==> src/rtl/strm_fifo_pkg.sv <==
package strm_fifo_pkg;

   // true when v is a positive power of two
   function automatic bit is_pow2(input int unsigned v);
      return (v != 0) && ((v & (v - 1)) == 0);
   endfunction

   // address bits needed for d slots, never below one
   function automatic int unsigned slot_bits(input int unsigned d);
      return (d > 1) ? $clog2(d) : 1;
   endfunction

   // occupancy at which the half flag rises: ceil(d/2)
   function automatic int unsigned half_mark(input int unsigned d);
      return (d + 1) / 2;
   endfunction

endpackage

==> src/rtl/strm_fifo_ctrl.sv <==
module strm_fifo_ctrl
   import strm_fifo_pkg::*;
#(
   parameter int unsigned DEPTH = 8,
   parameter bit          GUARD = 1'b1,
   parameter int unsigned AW    = slot_bits(DEPTH),
   parameter int unsigned LW    = $clog2(DEPTH) + 1
) (
   input  logic          clk,
   input  logic          rst_n,
   input  logic          clr,
   input  logic          wr_en,
   input  logic          rd_en,
   output logic          wr_go,
   output logic          rd_go,
   output logic [AW-1:0] waddr,
   output logic [AW-1:0] raddr,
   output logic [LW-1:0] level,
   output logic          free,
   output logic          avail,
   output logic          half
);

   localparam int unsigned HALF_AT = half_mark(DEPTH);

   // accepted strobes: guard mode blocks illegal accesses
   assign wr_go = wr_en & (free  | ~GUARD);
   assign rd_go = rd_en & (avail | ~GUARD);

   generate
      if (DEPTH == 1) begin : g_single
         logic valid_q;

         always_ff @(posedge clk or negedge rst_n) begin
            if (!rst_n)     valid_q <= 1'b0;
            else if (clr)   valid_q <= 1'b0;
            else if (wr_go) valid_q <= 1'b1;
            else if (rd_go) valid_q <= 1'b0;
         end

         assign waddr = '0;
         assign raddr = '0;
         assign level = valid_q;
         assign free  = ~valid_q;
         assign avail = valid_q;
         assign half  = valid_q;
      end else begin : g_multi
         logic [AW:0] wptr_q, rptr_q;   // one wrap bit above the slot address
         logic [LW-1:0] occ;

         always_ff @(posedge clk or negedge rst_n) begin
            if (!rst_n) begin
               wptr_q <= '0;
               rptr_q <= '0;
            end else if (clr) begin
               wptr_q <= '0;
               rptr_q <= '0;
            end else begin
               if (wr_go) wptr_q <= wptr_q + 1'b1;
               if (rd_go) rptr_q <= rptr_q + 1'b1;
            end
         end

         assign occ   = LW'(wptr_q - rptr_q);
         assign waddr = wptr_q[AW-1:0];
         assign raddr = rptr_q[AW-1:0];
         assign level = occ;
         assign free  = !((wptr_q[AW] != rptr_q[AW]) && (waddr == raddr));
         assign avail = (wptr_q != rptr_q);
         assign half  = (occ >= LW'(HALF_AT));
      end
   endgenerate

   // ---------------- assertions ----------------
   a_r4_free_level: assert property (@(posedge clk) disable iff (!rst_n)
      free == (level < LW'(DEPTH)));

   a_r5_avail_level: assert property (@(posedge clk) disable iff (!rst_n)
      avail == (level != '0));

   a_r7_level_bound: assert property (@(posedge clk) disable iff (!rst_n)
      level <= LW'(DEPTH));

   a_r6_half_needs_data: assert property (@(posedge clk) disable iff (!rst_n)
      half |-> avail);

   a_r6_full_is_half: assert property (@(posedge clk) disable iff (!rst_n)
      !free |-> half);

   a_r3_clear_empties: assert property (@(posedge clk) disable iff (!rst_n)
      clr |=> (level == '0));

   a_r10_rw_hold: assert property (@(posedge clk) disable iff (!rst_n)
      (wr_en && rd_en && free && avail && !clr) |=> $stable(level));

   generate
      if (GUARD) begin : g_guard_chk
         a_r11_no_overflow: assert property (@(posedge clk) disable iff (!rst_n)
            (!free && wr_en && !rd_en && !clr) |=> !free);

         a_r11_no_underflow: assert property (@(posedge clk) disable iff (!rst_n)
            (!avail && rd_en && !wr_en && !clr) |=> !avail);
      end
   endgenerate

endmodule

==> src/rtl/strm_fifo_mem.sv <==
module strm_fifo_mem #(
   parameter int unsigned DEPTH    = 8,
   parameter int unsigned WIDTH    = 32,
   parameter int unsigned AW       = 3,
   parameter bit          READ_REG = 1'b0
) (
   input  logic             clk,
   input  logic             rst_n,
   input  logic             we,
   input  logic [AW-1:0]    waddr,
   input  logic [WIDTH-1:0] wdata,
   input  logic             re,
   input  logic [AW-1:0]    raddr,
   output logic [WIDTH-1:0] rdata
);

   logic [WIDTH-1:0] slot_q [DEPTH];
   logic [WIDTH-1:0] head;

   always_ff @(posedge clk) begin
      if (we) slot_q[waddr] <= wdata;
   end

   assign head = slot_q[raddr];

   generate
      if (READ_REG) begin : g_reg_read
         logic [WIDTH-1:0] out_q;

         always_ff @(posedge clk or negedge rst_n) begin
            if (!rst_n)  out_q <= '0;
            else if (re) out_q <= head;
         end

         assign rdata = out_q;

         a_r9_hold_idle: assert property (@(posedge clk) disable iff (!rst_n)
            !re |=> $stable(rdata));
      end else begin : g_comb_read
         assign rdata = head;
      end
   endgenerate

   a_r8_write_known: assert property (@(posedge clk) disable iff (!rst_n)
      we |-> !$isunknown(waddr));

endmodule

==> src/rtl/strm_fifo.sv <==
module strm_fifo
   import strm_fifo_pkg::*;
#(
   parameter int unsigned DEPTH    = 8,
   parameter int unsigned WIDTH    = 32,
   parameter bit          READ_REG = 1'b0,
   parameter bit          GUARD    = 1'b1
) (
   input  logic                   clk,
   input  logic                   rst_n,
   input  logic                   clr,
   input  logic [WIDTH-1:0]       wr_data,
   input  logic                   wr_en,
   output logic                   wr_free,
   input  logic                   rd_en,
   output logic [WIDTH-1:0]       rd_data,
   output logic                   rd_avail,
   output logic [$clog2(DEPTH):0] level,
   output logic                   half
);

   localparam int unsigned AW = slot_bits(DEPTH);
   localparam int unsigned LW = $clog2(DEPTH) + 1;

   // elaboration-time parameter checks
   generate
      if (!is_pow2(DEPTH) || DEPTH > 32768) begin : g_bad_depth
         $error("strm_fifo: DEPTH must be a power of two in 1..32768");
      end
      if (WIDTH < 1) begin : g_bad_width
         $error("strm_fifo: WIDTH must be at least 1");
      end
   endgenerate

   logic          wr_go, rd_go;
   logic [AW-1:0] waddr, raddr;

   strm_fifo_ctrl #(
      .DEPTH (DEPTH),
      .GUARD (GUARD),
      .AW    (AW),
      .LW    (LW)
   ) u_ctrl (
      .clk   (clk),
      .rst_n (rst_n),
      .clr   (clr),
      .wr_en (wr_en & ~clr),
      .rd_en (rd_en & ~clr),
      .wr_go (wr_go),
      .rd_go (rd_go),
      .waddr (waddr),
      .raddr (raddr),
      .level (level),
      .free  (wr_free),
      .avail (rd_avail),
      .half  (half)
   );

   strm_fifo_mem #(
      .DEPTH    (DEPTH),
      .WIDTH    (WIDTH),
      .AW       (AW),
      .READ_REG (READ_REG)
   ) u_mem (
      .clk   (clk),
      .rst_n (rst_n),
      .we    (wr_go),
      .waddr (waddr),
      .wdata (wr_data),
      .re    (rd_go),
      .raddr (raddr),
      .rdata (rd_data)
   );

   a_r12_single_full: assert property (@(posedge clk) disable iff (!rst_n)
      (DEPTH == 1 && rd_avail) |-> !wr_free);

endmodule

==> config.mk <==
export PLATFORM = sky130hd
export DESIGN_NAME = strm_fifo
export DESIGN_NICKNAME = d
export VERILOG_FILES = /design/src/rtl/strm_fifo_pkg.sv /design/src/rtl/strm_fifo_ctrl.sv /design/src/rtl/strm_fifo_mem.sv /design/src/rtl/strm_fifo.sv
export SDC_FILE = /design/constraint.sdc
export NUM_CORES = 1
export LEC_CHECK = 0
export ABC_CLOCK_PERIOD_IN_PS = 6790
export BUFFER_PORTS_ARGS = -buffer_cell sky130_fd_sc_hd__buf_2
export CORE_MARGIN = 4
export CORE_UTILIZATION = 30
export CTS_CLUSTER_DIAMETER = 60
export DETAILED_ROUTE_END_ITERATION = 16
export HOLD_SLACK_MARGIN = 0.03
export MAX_ROUTING_LAYER = met4
export PLACE_DENSITY = 0.49
export SETUP_SLACK_MARGIN = 0.05
export SYNTH_ARGS = -nofsm -noshare
export SYNTH_HDL_FRONTEND = slang
export SYNTH_SLANG_ARGS = --single-unit
==> constraint.sdc <==
create_clock -name clk -period 6.79 [get_ports clk]
set_input_delay 1.358 -clock clk [delete_from_list [all_inputs] [get_ports clk]]
set_output_delay 1.358 -clock clk [all_outputs]
set_load 0.05 [all_outputs]
Yosys cells after proc, flatten, opt, wreduce, memory -nomap -nowiden
Memory sizes are Yosys's and may differ from the RTL's.
Cells that the tools add are included.
Word-level totals
  output and inout bits: 39
  flip-flop bits (word level): 8
  RAM bits: 256
  word-level logic and storage cells: 25
  memories: 1
Operators by class
  muxes and demuxes: 6
  $add $sub $neg: 3
  bitwise gates (word level): 5
  order comparisons: 1
  eq/ne operators: 3
  reduce and logical (&&, ||, !) cells: 4
Memories
  u_mem.slot_q: depth 8, width 32, rd ports 1, clocked after Yosys merged registers in 0, wr ports 1, RTL line strm_fifo_mem.sv:17  | logic [WIDTH-1:0] slot_q [DEPTH];
Operators with widths (number)
  $mux 4: 4
  $add 4x1->4 const B: 2
  $and 1x1->1: 4
  $ge 4x3->1 const B: 1
  $ne 4x4->1: 1
  $reduce_bool 2->1: 2
  $sub 4x4->4: 1
  $eq 3x3->1: 1
  $mux 1: 2
  $logic_and 1x1->1: 1
  $logic_not 1->1: 1
  $ne 1x1->1: 1
  $not 1->1: 1

Longest topological paths before layout
Gate-level depths: netlist (run 1).
  depth in word-level cells: 6
  gate-level depth with buffers: 8
  depth with buffers taken out: 6

Modules after synthesis
From an unflattened synthesis (run 1), not the netlist that was laid out.
Second synthesis, totals
  cell total of the unflattened synthesis: 455
  area, all modules: 10500.1 um2
By module, submodules not included
  strm_fifo_mem: cells an instance 383, area each 9825.7 um2, sequential area each 7687.4 um2, instances 1
  strm_fifo_ctrl: cells an instance 70, area each 661.9 um2, sequential area each 200.2 um2, instances 1
  strm_fifo: cells an instance 2, area each 12.5 um2, sequential area each 0.0 um2, instances 1

Worst setup path before layout (run 1)
Ideal clock, no wire load.
  path type: reg2reg
  from: reg u_ctrl.g_multi.rptr_q[2]
  to: mem u_mem.slot_q[4][0] (enable)
  cell stages (with the launch flop): 9
  slack: 1.142 ns
  required time: 6.289 ns
  arrival time: 5.147 ns
  path buffers: 2
  path through: dfrtp_1 -> clkbuf_1 -> clkinv_1 -> clkbuf_1 -> ha_1 -> and3_1 -> nand2_1 -> nand3_1 -> nor4_1
Between the ends
  cells in the longest elaborated chain, start to end: 6
RTL lines
  start, declared: RTL line strm_fifo_ctrl.sv:48  | logic [AW:0] wptr_q, rptr_q;
  start signal, assigned: RTL line strm_fifo_ctrl.sv:60  | if (rd_go) rptr_q <= rptr_q + 1'b1;
  $eq 3x3->1: RTL line strm_fifo_ctrl.sv:68  | assign free = !((wptr_q[AW] != rptr_q[AW]) && (waddr == raddr));
  $logic_and 1x1->1: RTL line strm_fifo_ctrl.sv:68
  $logic_not 1->1: RTL line strm_fifo_ctrl.sv:68
  net wr_free: RTL line strm_fifo.sv:14  | output logic wr_free,
  $and 1x1->1: RTL line strm_fifo_ctrl.sv:27  | assign wr_go = wr_en & (free | ~GUARD);
  $mux 1: RTL line strm_fifo_mem.sv:21  | if (we) slot_q[waddr] <= wdata;
  $mux 1 (not written as such): RTL line strm_fifo_mem.sv:21
  end, declared: RTL line strm_fifo_mem.sv:17
The timed path passes the listed nets, and every way through them passes these cells.

Final worst setup path (run 1)
  from: reg u_ctrl.g_multi.rptr_q[2]
  to: out half
Between the ends
  cells in the longest elaborated chain, start to end: 2
RTL lines
  $sub 4x4->4: RTL line strm_fifo_ctrl.sv:64  | assign occ = LW'(wptr_q - rptr_q);
  $ge 4x3->1: RTL line strm_fifo_ctrl.sv:70  | assign half = (occ >= LW'(HALF_AT));
  end, declared: RTL line strm_fifo.sv:19  | output logic half
No other way between the ends.

==> results of run 1 <==
[kinds of logic after synthesis]
kind of cell             after synthesis  share of synthesized area [%]
multiplexers                          65                           14.1
XOR/XNOR                              12                           1.17
AND/OR/NAND/NOR                      124                           4.89
buffers and inverters                 31                           1.57
AO/OA/AOI/OAI                         11                          0.754
flip-flops                           264                           76.7
adder cells (fa/ha/maj)                6                          0.803
[through the flow]
step / power (uW) / std cells / worst slack, ns / cell area [sq um] / utilization, %
6_report: 3960 / 1076 / 2.01 / 12100 / 35.9
5_1_grt: 4140 / 1076 / 1.71 / 12100 / 35.9
4_1_cts: 4030 / 1075 / 1.83 / 12100 / 35.9
3_5_place_dp: 2580 / 1026 / 2.38 / 11200 / 33.4
3_3_place_gp: 2570 / 1026 / 2.41 / 11200 / 33.4
2_1_floorplan: 2410 / 513 / 1.14 / 10300 / -
[per-layer routing]
layer	up-vias	global-route usage [%]	share of wire, %	wire length [microns]
met5	-	-	0	0
met1	2586	15.9	43	9350
li1	2225	-	-	-
met2	108	20.6	50	11000
met4	0	2.64	1.9	413
met3	33	2.02	4.8	1040
[cell usage after synthesis (5+ instances only)]
library cell,n
edfxtp_1,256
nand2_1,100
mux4_2,64
dfrtp_1,8
nor2_1,8
xnor2_1,8
clkbuf_1,7
inv_1,7
buf_2,6
buf_1,5
buf_6,5
ha_1,5
[power groups by stage]
stage / combinational [uW] / clock, uW / sequential, uW
6_report: 635 / 1440 / 1890
3_3_place_gp: 646 / 0 / 1930
5_1_grt: 683 / 1550 / 1900
2_1_floorplan: 557 / 0 / 1860
4_1_cts: 651 / 1490 / 1900
3_5_place_dp: 649 / 0 / 1930
[registers in the layout (all words and copies together), names as in the netlist]
register,cells
u_mem.slot_q,256
u_ctrl.g_multi.wptr_q,4
u_ctrl.g_multi.rptr_q,4
[placed cells by master (no fill, tap or decap), types with 3 or more instances in the layout]
cell type,n
clkinv_2,5
edfxtp_1,256
clkinv_1,3
nor4_2,4
buf_4,13
buf_2,75
nand3_1,3
nand2_1,100
a21oi_1,4
mux4_2,64
dfrtp_1,5
clkbuf_1,8
inv_1,7
ha_1,5
xnor2_1,8
nor2_1,8
clkbuf_16,29
[worst max-delay path, delay by kind of cell (launching register included)]
family,cells,cell delay (ns)
buffers and inverters,2,0.91
flip-flops,1,0.88
AO/OA/AOI/OAI,2,0.55
adder cells (fa/ha/maj),1,0.44
XOR/XNOR,1,0.09
[area by class of cell]
class	count	area, sq um
diodes	1	2.50
clock buffers	37	756
inverters	8	30.0
fillers	3213	21600
well taps	448	561
clock inverters	12	113
flip-flops and latches	264	7900
repair buffers	88	473
multi-input cells	218	2280
[final timing paths]
path / endpoint / slack, ns / startpoint / cells past startpoint
worst max-delay path: half / 2.01 / u_ctrl.g_multi.rptr_q[2]$_DFFE_PN0P_ / 6
worst min-delay path: u_ctrl.g_multi.rptr_q[3]$_DFFE_PN0P_ / 0.66 / rst_n / 1
worst max register to register: u_mem.slot_q[6][30]$_DFFE_PP_ / 2.64 / u_ctrl.g_multi.rptr_q[2]$_DFFE_PN0P_ / 7
worst min register to register: u_ctrl.g_multi.rptr_q[3]$_DFFE_PN0P_ / 0.69 / u_ctrl.g_multi.rptr_q[3]$_DFFE_PN0P_ / 2
max in group asynchronous: u_ctrl.g_multi.rptr_q[1]$_DFFE_PN0P_ / 5.92 / rst_n / 1
min in group clk: u_ctrl.g_multi.rptr_q[3]$_DFFE_PN0P_ / 0.69 / u_ctrl.g_multi.rptr_q[3]$_DFFE_PN0P_ / 2
==> results.sh, run 1 <==
export IMPL_p_leak_uw=0.00399
export IMPL_drive_gt1_share_pct=32.7
export IMPL_cts_htree_levels=1
export IMPL_synth_top_area_share_pct=74.8
export IMPL_netSwitchingFraction_pct=26.6
export IMPL_ys_seq_elements=264
export IMPL_cp_required_ns=5.43
export IMPL_drv_slew=0
export IMPL_finalHoldViolCount=0
export IMPL_setup_tns_final_ns=0
export IMPL_cts_resized=0
export IMPL_endpoint_kind="output port"
export IMPL_overflow=0
export IMPL_grt_max_degree=70
export IMPL_viasPerCell=4.60
export IMPL_cp_slowest_cell="dfrtp_2"
export IMPL_post_cts_buffers=0
export IMPL_antenna_found_initial=2
export IMPL_start_util_pct=30.5
export IMPL_clk_pin_slew_ns=0.06
export IMPL_fin_nets=651
export IMPL_combPwrFrac_pct=16.0
export IMPL_synth_edff_count=256
export IMPL_finalCritPeriodShare_pct=70.4
export IMPL_syn_to_final_growth_pct=17.8
export IMPL_status="completed"
export IMPL_syn_inst=513
export IMPL_grtUsageTotal_pct=12.3
export IMPL_p_int_uw=2910
export IMPL_wl_microns=21800
export IMPL_die_h_microns=193
export IMPL_first_global_vias=5451
export IMPL_timing_fmax_mhz=209
export IMPL_drtPass1Iterations=4
export IMPL_cts_tree="built"
export IMPL_clock_latency_ns=0.53
export IMPL_synth_avg_cell_area_sq_um=20.0
export IMPL_yosysUniqueCellTypes=32
export IMPL_synth_main_ff_cell="edfxtp_1"
export IMPL_crit_path_max_fanout=34
export IMPL_syn_nets=556
export IMPL_holdBufCountCts=0
export IMPL_critical_path_cell_chain="inv_2, ha_1, a211oi_1, xnor2_1, a31oi_1, buf_2"
export IMPL_cts_inserted_buffers=28
export IMPL_drt_iter0_drc=232
export IMPL_die_area_sq_um=37300
export IMPL_crit_path_max_incr_delay_ns=0.88
export IMPL_dp_hpwl_microns=12900
export IMPL_worstMarginPinSlew_ns=1.08
export IMPL_setup_violations=0
export IMPL_syn_area_sq_um=10300
export IMPL_switchingPower_uw=1050
export IMPL_yosysTopAreaCell="edfxtp_1"
export IMPL_hold_path_class="in2async"
export IMPL_grt_first_pass_wirelength_microns=33400
export IMPL_p_clk_share_pct=36.3
export IMPL_ir_worst_vdd_mv=0.177
export IMPL_rows=67
export IMPL_seqPwrFrac_pct=47.7
export IMPL_detail_route_antenna_nets=0
export IMPL_rsz0062_at_grt="false"
export IMPL_holdWs_ns=0.665
export IMPL_period_needed_ns=4.78
export IMPL_clock_sinks=264
export IMPL_yosys_top_cells_area="edfxtp_1, mux4_2, nand2_1"
export IMPL_via_count=4952
export IMPL_cts_root_buf="clkbuf_16"
export IMPL_ys_seq_area_share_pct=76.7
export IMPL_cp_arrival_ns=3.42
export IMPL_die_x_microns=193
export IMPL_drc=0
export IMPL_maxCapViolCount=0
export IMPL_critical_path_class="reg2out"
export IMPL_slew_headroom_pct=28.1
export IMPL_p_per_area_nw_per_um2=327
export IMPL_cts_path_max_buffers=3
export IMPL_ys_warnings_count=0
export IMPL_io_pins=76
export IMPL_critPathLaunchType="register"
export IMPL_skew_ns=0.0116
export IMPL_postSynth_asyncResetShare_pct=3.03
export IMPL_wire_per_inst_microns=20.3
export IMPL_gp_congestion=0.706
export IMPL_core_area_sq_um=33700
export IMPL_portBuffers=75
(Power assumes the default switching activity.)
==> run 2: changes to the inputs <==
- ABC_AREA: not set -> 1
- ABC_CLOCK_PERIOD_IN_PS: 6790 -> 4800
- clock period: 6.79 -> 4.8 ns (I/O delays scaled with it)
==> results.sh, run 2 <==
export IMPL_finalCritPeriodShare_pct=78.1
export IMPL_setup_violations=0
export IMPL_layout_common_cells="nor2_1, edfxtp_1, nand2_1"
export IMPL_critical_path_class="reg2out"
export IMPL_cts_resized=0
export IMPL_cts_path_max_buffers=3
export IMPL_core_area_sq_um=35600
export IMPL_slew_headroom_pct=37.0
export IMPL_ys_warnings_count=0
export IMPL_synth_main_ff_cell="edfxtp_1"
export IMPL_grt_first_pass_wirelength_microns=40600
export IMPL_cts_htree_levels=1
export IMPL_clock_latency_ns=0.54
export IMPL_hold_path_class="in2async"
export IMPL_gp_congestion=0.717
export IMPL_detail_route_antenna_nets=0
export IMPL_die_h_microns=198
export IMPL_syn_inst=950
export IMPL_overflow=0
export IMPL_period_needed_ns=3.75
export IMPL_antenna_found_initial=2
export IMPL_cts_tree="built"
export IMPL_crit_path_max_fanout=72
export IMPL_largest_reg_flops=256
export IMPL_yosys_top_cells_area="edfxtp_1, nor2_1, nand2_1"
export IMPL_critPathLaunchType="register"
export IMPL_first_global_vias=6761
export IMPL_synth_top_cells_by_count="nor2_1, edfxtp_1, nand2_1"
export IMPL_io_pins=76
export IMPL_drive_gt1_share_pct=14.5
export IMPL_cp_required_ns=3.84
export IMPL_rows=69
export IMPL_wire_per_inst_microns=17.5
export IMPL_skew_ns=0.00577
export IMPL_holdWs_ns=0.263
export IMPL_cts_root_buf="clkbuf_16"
export IMPL_top_register="u_mem.slot_q"
export IMPL_start_util_pct=30.5
export IMPL_status="completed"
export IMPL_syn_to_final_growth_pct=17.4
export IMPL_cts_inserted_buffers=31
export IMPL_via_count=6912
export IMPL_drc=0
export IMPL_p_per_area_nw_per_um2=492
export IMPL_portBuffers=75
export IMPL_die_x_microns=198
export IMPL_grt_max_degree=73
export IMPL_endpoint_kind="output port"
export IMPL_rsz0062_at_grt="false"
export IMPL_timing_fmax_mhz=267
export IMPL_setup_tns_final_ns=0
export IMPL_yosysMostFrequentCell="nor2_1"
export IMPL_postSynth_asyncResetShare_pct=3.03
export IMPL_ys_seq_area_share_pct=72.8
export IMPL_ys_seq_elements=264
export IMPL_ir_worst_vdd_mv=0.303
export IMPL_fin_nets=1067
export IMPL_final_common_cell="nor2_1"
export IMPL_drtPass1Iterations=5
export IMPL_maxCapViolCount=0
export IMPL_cp_arrival_ns=2.79
export IMPL_drv_slew=0
export IMPL_holdBufCountCts=0
export IMPL_reg_largest_list="u_mem.slot_q x256, u_ctrl.g_multi.rptr_q x4, u_ctrl.g_multi.wptr_q x4"
export IMPL_yosysUniqueCellTypes=22
export IMPL_synth_top_area_share_pct=70.9
export IMPL_yosysTopAreaCell="edfxtp_1"
export IMPL_post_cts_buffers=0
export IMPL_drt_iter0_drc=362
export IMPL_synth_edff_count=256
export IMPL_synth_avg_cell_area_sq_um=11.4
export IMPL_reg2regPathDepth=7
export IMPL_dp_hpwl_microns=13200
export IMPL_clk_pin_slew_ns=0.06
export IMPL_clock_sinks=264
export IMPL_die_area_sq_um=39200
export IMPL_viasPerCell=4.57
export IMPL_syn_nets=993
export IMPL_worstMarginPinSlew_ns=0.945
export IMPL_syn_area_sq_um=10800
export IMPL_wl_microns=26500
export IMPL_finalHoldViolCount=0
export IMPL_grtUsageTotal_pct=13.7
export IMPL_p_leak_uw=0.00476
[run 2: cell count changes after synthesis, sizes merged, moves of 8 or more]
cell / change
clkbuf: +8
o21ai: +126
buf: +21
nand2: +91
xnor2: -9
nand3: +10
inv: +9
mux4: -64
nor2: +258
[run 2: kinds of logic (layout without fill, tap and decap cells)]
family | Yosys count | in the layout | share of synthesized area, %
AO/OA/AOI/OAI | 129 | 129 | 5.96
AND/OR/NAND/NOR | 480 | 480 | 17.0
flip-flops | 264 | 264 | 72.8
buffers and inverters | 68 | 166 | 3.26
other | 0 | 2 | 0
XOR/XNOR | 3 | 3 | 0.243
adder cells (fa/ha/maj) | 6 | 6 | 0.762
[run 2: path summary, 6_finish.rpt]
| kind | slack [ns] | startpoint | endpoint |
|---|---|---|---|
| hold / removal | 0.26 | rst_n | u_ctrl.g_multi.rptr_q[3]$_DFFE_PN0P_ |
| min in group clk | 0.55 | u_ctrl.g_multi.wptr_q[0]$_DFFE_PN0P_ | u_ctrl.g_multi.wptr_q[0]$_DFFE_PN0P_ |
| setup / recovery | 1.05 | u_ctrl.g_multi.rptr_q[0]$_DFFE_PN0P_ | rd_data[10] |
| max in group asynchronous | 4.33 | rst_n | u_ctrl.g_multi.rptr_q[0]$_DFFE_PN0P_ |
| hold reg to reg | 0.55 | u_ctrl.g_multi.wptr_q[0]$_DFFE_PN0P_ | u_ctrl.g_multi.wptr_q[0]$_DFFE_PN0P_ |
| setup reg to reg | 1.81 | u_ctrl.g_multi.rptr_q[0]$_DFFE_PN0P_ | u_mem.slot_q[4][22]$_DFFE_PP_ |
[run 2: report_power, final]
part	internal (uW)	total, uW	leakage [uW]	switching, uW
Sequential	2580	2630	0.00242	50.0
Clock	1400	2320	0.000496	927
Combinational	310	1310	0.00184	995
[run 2: per-stage QoR]
stage / power, uW / instance area [sq um] / std cells / setup slack, ns / util, %
floorplan: 3670 / 10800 / 950 / 0.0980 / -
global placement: 4010 / 11700 / 1452 / 1.59 / 32.9
detailed placement: 4010 / 11700 / 1452 / 1.57 / 32.9
CTS: 6350 / 12700 / 1509 / 0.972 / 35.7
global route: 6560 / 12700 / 1511 / 0.795 / 35.8
finish: 6250 / 12700 / 1511 / 1.05 / 35.8
[run 2: critical path, cell delays in order, from the launching register on]
cell and delay, ns:
dfrtp_4 0.71, clkinv_2 0.13, buf_4 0.59, o21ai_0 0.24, nand2_1 0.09, nand2_1 0.05
nand2_1 0.12, buf_2 0.27
[run 2: area by class of cell]
class | instances | area [sq um]
timing repair buffer | 93 | 523
sequential | 264 | 7890
antenna | 2 | 5.00
multi-input combinational | 618 | 2640
clock buffer | 33 | 783
tap | 461 | 577
fill | 3541 | 22900
inverter | 16 | 62.6
clock inverter | 24 | 233
[run 2: metal layers]
| metal | GRT usage, % | vias to the layer above | part of all wire (%) |
|---|---|---|---|
| met4 | 2.73 | 0 | 1.8 |
| met3 | 2.08 | 33 | 3.5 |
| met1 | 18.2 | 3365 | 46 |
| li1 | - | 3395 | - |
| met5 | - | - | 0 |
| met2 | 22.6 | 119 | 48 |
==> run 3: changes to the inputs <==
- ABC_CLOCK_PERIOD_IN_PS: 4800 -> 3300
- PLACE_DENSITY: 0.49 -> 0.51
- clock period: 4.8 -> 3.3 ns (I/O delays scaled with it)
==> results.sh, run 3 (synthesized netlist as in run 2, its figures left out) <==
export IMPL_dp_hpwl_microns=14600
export IMPL_worstMarginPinSlew_ns=0.593
export IMPL_timing_fmax_mhz=323
export IMPL_slew_headroom_pct=60.5
export IMPL_rsz0062_at_grt="true"
export IMPL_period_needed_ns=3.10
export IMPL_switchingPower_uw=2870
export IMPL_reg_largest_list="u_mem.slot_q x256, u_ctrl.g_multi.rptr_q x4, u_ctrl.g_multi.wptr_q x4"
export IMPL_p_int_uw=6330
export IMPL_viasPerCell=4.55
export IMPL_r2r_end="u_mem.slot_q[0][19]$_DFFE_PP_"
export IMPL_overflow=0
export IMPL_p_per_area_nw_per_um2=714
export IMPL_cp_required_ns=2.64
export IMPL_top_register="u_mem.slot_q"
export IMPL_cts_root_buf="clkbuf_16"
export IMPL_die_area_sq_um=39200
export IMPL_first_global_vias=6827
export IMPL_finalHoldViolCount=0
export IMPL_drc=0
export IMPL_fin_nets=1076
export IMPL_reg2regPathDepth=8
export IMPL_maxCapViolCount=0
export IMPL_cts_htree_levels=1
export IMPL_ir_worst_vdd_mv=0.452
export IMPL_r2r_start="u_ctrl.g_multi.rptr_q[1]$_DFFE_PN0P_"
export IMPL_seqPwrFrac_pct=41.3
export IMPL_use_met3_pct=2.28
export IMPL_critical_path_cell_chain="ha_1, fa_1, xor2_1, nand3_1, buf_2"
export IMPL_finalCritPeriodShare_pct=93.8
export IMPL_gr_usage_met1_pct=18.9
export IMPL_p_clk_share_pct=37.2
export IMPL_startpoint="u_ctrl.g_multi.rptr_q[0]$_DFFE_PN0P_"
export IMPL_grtUsageTotal_pct=13.8
export IMPL_via_count=6911
export IMPL_cts_inserted_buffers=30
export IMPL_endpoint_kind="output port"
export IMPL_cts_path_max_buffers=3
export IMPL_layout_common_cells="nor2_1, edfxtp_1, nand2_1"
export IMPL_crit_end="half"
export IMPL_core_area_sq_um=35600
export IMPL_crit_path_max_fanout=24
export IMPL_drt_iter0_drc=503
export IMPL_status="completed"
export IMPL_start_util_pct=30.5
export IMPL_dpl_cell_area_sq_um=11800
export IMPL_met2_usage_pct=21.5
export IMPL_syn_to_final_growth_pct=18.9
export IMPL_netSwitchingFraction_pct=31.2
export IMPL_largest_reg_flops=256
export IMPL_antenna_found_initial=3
export IMPL_gp_congestion=0.763
export IMPL_rows=69
export IMPL_critPathLaunchType="register"
export IMPL_critical_path_class="reg2out"
export IMPL_drive_gt1_share_pct=15.4
export IMPL_cp_slowest_cell="dfrtp_4"
export IMPL_detail_route_antenna_nets=0
export IMPL_grt_max_degree=101
export IMPL_grt_first_pass_wirelength_microns=40800
export IMPL_portBuffers=75
export IMPL_setup_violations=0
export IMPL_cp_arrival_ns=2.44
export IMPL_combPwrFrac_pct=21.5
export IMPL_p_leak_uw=0.00486
export IMPL_hold_path_class="in2reg"
export IMPL_io_pins=76
export IMPL_drv_slew=0
export IMPL_setup_tns_final_ns=0
export IMPL_skew_ns=0.00737
export IMPL_wire_per_inst_microns=17.4
export IMPL_wl_microns=26400
export IMPL_cts_tree="built"
export IMPL_final_cell_area_sq_um=12900
export IMPL_clock_sinks=264
export IMPL_final_common_cell="nor2_1"
export IMPL_die_h_microns=198
export IMPL_post_cts_buffers=0
export IMPL_drtPass1Iterations=5
export IMPL_clk_pin_slew_ns=0.06
export IMPL_clock_latency_ns=0.54
export IMPL_die_x_microns=198
export IMPL_crit_path_max_incr_delay_ns=0.62
export IMPL_gr_max_usage_layer="met2"
export IMPL_reg2reg_setup_slack_ns=0.76
## run 3: power groups by stage
| stage | Sequential (uW) | Clock, uW | Combinational, uW |
|---|---|---|---|
| 3_5_place_dp | 3860 | 0 | 2010 |
| 5_1_grt | 3800 | 3660 | 2200 |
| 3_3_place_gp | 3860 | 0 | 2000 |
| 4_1_cts | 3790 | 3520 | 2010 |
| 6_report | 3790 | 3420 | 1980 |
| 2_1_floorplan | 3830 | 0 | 1510 |
## run 3: final cells by class
| type | count | area (sq um) |
|---|---|---|
| fill | 3563 | 22700 |
| sequential | 264 | 7890 |
| multi-input combinational | 618 | 2660 |
| clock buffer | 32 | 779 |
| timing repair buffer | 103 | 649 |
| tap | 461 | 577 |
| clock inverter | 23 | 251 |
| inverter | 16 | 61.3 |
| antenna | 3 | 7.51 |
## run 3: critical path, delay by kind of cell, from the launching register on
kind          cells  cell delay [ns]
fa+ha+maj         2             0.67
simple gates      1             0.12
flops             1             0.62
xor+xnor          1             0.26
buf+inv           1             0.22
## run 3: worst min-delay path by stage
stage	cells after the start	to	from	slack (ns)
floorplan	0	u_ctrl.g_multi.rptr_q[0]$_DFFE_PN0P_	rst_n	0.36
global placement	1	u_ctrl.g_multi.rptr_q[3]$_DFFE_PN0P_	rst_n	0.53
detailed placement	1	u_ctrl.g_multi.rptr_q[3]$_DFFE_PN0P_	rst_n	0.53
CTS	1	u_mem.slot_q[0][4]$_DFFE_PP_	wr_data[4]	0.36
global route	1	u_mem.slot_q[1][4]$_DFFE_PP_	wr_data[4]	0.37
finish	1	u_mem.slot_q[3][18]$_DFFE_PP_	wr_data[18]	0.39
## run 3: timing repair
action | CTS | global route
hold buffers | 1 | 0
gates resized for setup | 0 | 2
setup endpoints to repair | 0 | 11
endpoints found under the hold margin | 8 | 0
## run 3: per-layer routing
metal / wire length [microns] / vias to the layer above
li1: - / 3418
met1: 12400 / 3302
met2: 12100 / 150
met3: 1240 / 41
met4: 615 / 0
met5: 0 / -
## run 3: per-stage QoR
| step | hold slack (ns) | util (%) | total power [uW] | instances | setup slack, ns |
|---|---|---|---|---|---|
| after floorplan | 0.364 | - | 5340 | 950 | 0.115 |
| after global placement | 0.526 | 33.2 | 5860 | 1461 | 0.719 |
| after detailed placement | 0.528 | 33.2 | 5870 | 1461 | 0.707 |
| after CTS | 0.357 | 36.2 | 9320 | 1517 | 0.115 |
| after global routing | 0.367 | 36.2 | 9650 | 1520 | 0.0398 |
| final | 0.388 | 36.2 | 9190 | 1520 | 0.203 |
